===== config.mk =====
export PLATFORM = sky130hd
export DESIGN_NAME = wr_len_gate
export DESIGN_NICKNAME = d
export VERILOG_FILES = /design/src/rtl/wr_len_gate.sv
export SDC_FILE = /design/constraint.sdc
export NUM_CORES = 1
export LEC_CHECK = 0
export ABC_AREA = 1
export BUFFER_PORTS_ARGS = -buffer_cell sky130_fd_sc_hd__buf_4
export CAP_MARGIN = 40
export CORE_AREA = 2 2 39 41
export CTS_CLUSTER_SIZE = 24
export DETAILED_ROUTE_END_ITERATION = 16
export DIE_AREA = 0 0 41 43
export PLACE_DENSITY = 0.69
export SYNTH_ARGS = -nofsm -noshare
export SYNTH_HDL_FRONTEND = slang
export SYNTH_SLANG_ARGS = --single-unit

===== constraint.sdc =====
create_clock -name clk -period 2.1 [get_ports clk]
set_input_delay 0.42 -clock clk [delete_from_list [all_inputs] [get_ports clk]]
set_output_delay 0.42 -clock clk [all_outputs]
set_load 0.02 [all_outputs]

===== src/rtl/wr_len_gate.sv =====
module wr_len_gate #(
  parameter int ADDR_W    = 8,
  parameter int WORD_W    = 16,
  parameter int MAX_WORDS = 4
) (
  input  logic       clk,
  input  logic       rst_n,
  input  logic       sel,
  input  logic       sck_rise,
  input  logic       din,
  input  logic [2:0] op_class,
  input  logic [2:0] page_words,
  output logic       commit,
  output logic       abort
);
  localparam int HDR_LEN = 3 + ADDR_W;
  localparam int LONGEST = HDR_LEN + WORD_W * MAX_WORDS;
  localparam int CNT_W   = $clog2(LONGEST + 2);
  localparam logic [CNT_W-1:0] CNT_MAX  = '1;
  localparam logic [CNT_W-1:0] LEN_HDR  = CNT_W'(HDR_LEN);
  localparam logic [CNT_W-1:0] LEN_WORD = CNT_W'(HDR_LEN + WORD_W);

  localparam logic [2:0] OP_WRITE = 3'd1;
  localparam logic [2:0] OP_PAGE  = 3'd2;
  localparam logic [2:0] OP_FILL  = 3'd3;
  localparam logic [2:0] OP_BWR   = 3'd4;
  localparam logic [2:0] OP_BCLR  = 3'd5;

  logic             sel_q;
  logic             started;
  logic [CNT_W-1:0] cnt;
  logic             want;
  logic             len_ok;
  logic             fall;
  logic             pw_ok;

  assign fall  = sel_q & ~sel;
  assign pw_ok = (page_words != 3'd0) && (int'(page_words) <= MAX_WORDS);

  always_comb begin
    want   = 1'b0;
    len_ok = 1'b0;
    case (op_class)
      OP_WRITE, OP_FILL: begin
        want   = 1'b1;
        len_ok = (cnt == LEN_WORD);
      end
      OP_PAGE: begin
        want   = 1'b1;
        len_ok = pw_ok &&
                 (cnt == LEN_HDR + CNT_W'(page_words) * CNT_W'(WORD_W));
      end
      OP_BWR, OP_BCLR: begin
        want   = 1'b1;
        len_ok = (cnt == LEN_HDR);
      end
      default: ;
    endcase
  end

  always_ff @(posedge clk) begin
    if (!rst_n) begin
      sel_q   <= 1'b0;
      started <= 1'b0;
      cnt     <= '0;
      commit  <= 1'b0;
      abort   <= 1'b0;
    end else begin
      sel_q  <= sel;
      commit <= fall & want & len_ok;
      abort  <= fall & want & ~len_ok;
      if (!sel) begin
        cnt     <= '0;
        started <= 1'b0;
      end else if (sck_rise && (started || din)) begin
        started <= 1'b1;
        if (cnt != CNT_MAX) cnt <= cnt + 1'b1;
      end
    end
  end

  p_excl_r10: assert property (@(posedge clk) disable iff (!rst_n)
    !(commit && abort));

  p_commit_one_r10: assert property (@(posedge clk) disable iff (!rst_n)
    commit |=> !commit);

  p_abort_one_r10: assert property (@(posedge clk) disable iff (!rst_n)
    abort |=> !abort);

  p_after_fall_r10: assert property (@(posedge clk) disable iff (!rst_n)
    (commit || abort) |-> ($past(sel, 2) && !$past(sel, 1)));

  p_quiet_r8: assert property (@(posedge clk) disable iff (!rst_n)
    (commit || abort) |-> ($past(op_class) != 3'd0 && $past(op_class) < 3'd6));

  p_sat_r9: assert property (@(posedge clk) disable iff (!rst_n)
    (sel && cnt == CNT_MAX) |=> (!sel || cnt == CNT_MAX));

  p_low_clear_r11: assert property (@(posedge clk) disable iff (!rst_n)
    !sel |=> (cnt == '0));
endmodule


==> impl_metrics.tcl <==
set metrics [dict create \
    r2r-end "cnt[1]" \
    cts_resized 0 \
    syn2layout_area_growth_pct 19.8 \
    critPathMaxFanout 9 \
    wl_per_cell_um 9.73 \
    p_sw_w 0.0000973 \
    fin_total_pwr_w 0.000405 \
    grt_overflow 0 \
    rrSetupSlack_ns 0.77 \
    finalWeightedCongestion 0.849 \
    netlist_area_um2 632 \
    mostFrequentLayoutCell "nand2_1" \
    p_int_w 0.000308 \
    grt_usage_pct 18.1 \
    slowest_stage "dfxtp_1" \
    vias 638 \
    critPathArrivalTime_ns 1.49 \
    p_clk_share_pct 35.5 \
    fin_nets 128 \
    yosys_warnings 0 \
    crit_type "reg -> reg" \
    start_kind "flop" \
    clk_latency_ns 0.27 \
    grt_max_degree 10 \
    grt_pass1_wl_mm 2.08 \
    firstDrtPassIters 4 \
    multiInputGateArea_um2 340 \
    worstMarginPinSlew_ns 0.262 \
    worst_setup_path_end_kind "flop" \
    ys_types 17 \
    synth-seq-area-share_pct 34.9 \
    vias_per_cell 4.87 \
    setup_viol_count_final 0 \
    cts_hold_buf 0 \
    initial_utilization_pct 45.7 \
    cp_slowest_stage_delay_ns 0.40 \
    vdd_drop_max_uv 464 \
    cts_root_buffer "clkbuf_4" \
    h-tree-depth 1 \
    maxCapViolations 0 \
    rows 14 \
    cts_buffers 3 \
    cp_common_cell "nor2_1" \
    antenna_found_initial 0 \
    p_sw_share_pct 24.0 \
    drt_iter0_drc 12 \
    dp_cells 127 \
    cts_setup_buffers 0 \
    rsz0062_at_grt "false" \
    required_ns 2.26 \
    regArea_um2 220 \
    worstHoldPathType "in -> reg" \
    r2r_start "cnt[0]" \
    fin_crit_sh_pct 63.3 \
    final_cells 131 \
    outcome "finished, final reports clean" \
    syn_nets 112 \
    cts.clk_slew.worst_paths_ns 0.07 \
    finalHoldViolCount 0 \
    min_to "abort" \
    finClkSkew_ns 0.00609 \
    p_leak_nw 0.359 \
    synthCells 100 \
    hp-start "sel" \
    core_area_um2 1380 \
    finalWirelength_mm 1.28 \
    max_freq_ghz 0.753 \
    slew_viol_final 0 \
    io_pins 13 \
    final_cell_mix "nand2_1 (29), inv_1 (15), nor2_1 (13), buf_4 (12), dfxtp_1 (11)" \
    fillers 143 \
    powerDensity_nw_per_um2 535 \
    cts_tree "done" \
    grt_pass1_vias 559 \
    clock-sinks 11 \
    slew_headroom_pct 82.4 \
    chipHeight_um 43 \
    period_needed_ns 1.33 \
    tns_ns 0 \
    die-area_um2 1760 \
    num_antenna_cells 0 \
    r2r_cells 8 \
    cts.path.max_buffers 2 \
    p_seq_share_pct 52.9 \
    dp_hpwl_mm 1.01 \
    die_w_um 41 \
    syn_avg_cell_area_um2 6.32 \
    drive_gt1_share_pct 17.4 \
    drc 0 \
    combPwrFrac_pct 11.6 \
    postRouteAntennaNets 0 \
    io_buffers 12 \
    cp_cell_sequence "ha_1 -> inv_1 -> nor2_4 -> nand2_2 -> nand2_4 -> inv_2 -> nor2_1 -> nor2_1" \
    min_path_cells 4 \
    synth-seq-cells 11 \
]
-- flip-flops by register name, summed over array words and instances (netlist names) --
| register | cells |
|---|---|
| commit | 1 |
| abort | 1 |
| started | 1 |
| cnt | 7 |
| sel_q | 1 |
-- metal layers --
layer	GRT usage (%)	share of wire, %
met5	0	0
met4	12.0	2.7
met3	4.71	5.2
met2	29.4	48
met1	19.1	44
-- logic make-up (layout without fill, tap and decap cells) --
logic type / Yosys count / count (layout) / synth area share, %
AO/OA/AOI/OAI: 13 / 13 / 10.3
XOR/XNOR: 2 / 2 / 2.77
adder cells (fa/ha/maj): 1 / 1 / 1.98
buffers and inverters: 17 / 32 / 11.3
flip-flops: 11 / 11 / 34.9
AND/OR/NAND/NOR: 56 / 56 / 38.8
-- synthesized netlist by cell type --
| master | number | share of area (%) |
|---|---|---|
| nand2_1 | 29 | 17 |
| o21ai_1 | 2 | 1.6 |
| o21ai_0 | 5 | 4.0 |
| nand2_2 | 2 | 2.0 |
| nand2_4 | 1 | 1.8 |
| nand4_1 | 2 | 2.0 |
| ha_1 | 1 | 2.0 |
| nor2_4 | 1 | 1.8 |
| dfxtp_1 | 11 | 35 |
| inv_1 | 15 | 8.9 |
| nor3_1 | 2 | 1.6 |
| xor2_1 | 2 | 2.8 |
| buf_6 | 1 | 1.8 |
| nand3_1 | 6 | 4.8 |
| inv_2 | 1 | 0.59 |
| nor2_1 | 13 | 7.7 |
| a21oi_1 | 6 | 4.8 |
-- final cells by class --
| type | count | area share (%) |
|---|---|---|
| well taps | 16 | 2.64 |
| clock buffers | 4 | 3.47 |
| inverters | 16 | 7.93 |
| multi-input cells | 72 | 45.0 |
| repair buffers | 12 | 11.9 |
| flip-flops and latches | 11 | 29.1 |
-- power by group through the flow --
stage | clock network (W) | logic, W | registers, W
after floorplan | 0 | 0.0000237 | 0.000219
after global placement | 0 | 0.0000462 | 0.000219
after detailed placement | 0 | 0.0000470 | 0.000219
after CTS | 0.000145 | 0.0000474 | 0.000214
after global routing | 0.000154 | 0.0000535 | 0.000215
final | 0.000144 | 0.0000469 | 0.000214
-- through the flow --
step           setup slack, ns  hold slack (ns)  utilization (%)  cell area (um2)
2_1_floorplan            0.901            0.435                -              632
3_3_place_gp             0.842            0.445             52.8              731
3_5_place_dp             0.806            0.458             52.8              731
4_1_cts                  0.773            0.445             54.7              757
5_1_grt                  0.648            0.459             54.7              757
6_report                 0.771            0.442             54.7              757
-- critical path, delay by kind of cell (launching register included) --
kind / cells / cell delay, ns
buffers and inverters: 2 / 0.15
DFF: 1 / 0.40
and+or+nand+nor: 5 / 0.43
adders and majority gates: 1 / 0.23
-- worst max path at each step --
stage	from	endpoint	slack, ns	depth (start not counted)
after floorplan	cnt[0]	cnt[1]	0.90	8
after global placement	cnt[0]	cnt[1]	0.84	8
after detailed placement	cnt[0]	cnt[1]	0.81	8
after CTS	cnt[0]	cnt[1]	0.77	8
after global routing	cnt[0]	cnt[2]	0.65	8
final	cnt[0]	cnt[1]	0.77	8
(Power assumes the default switching activity.)
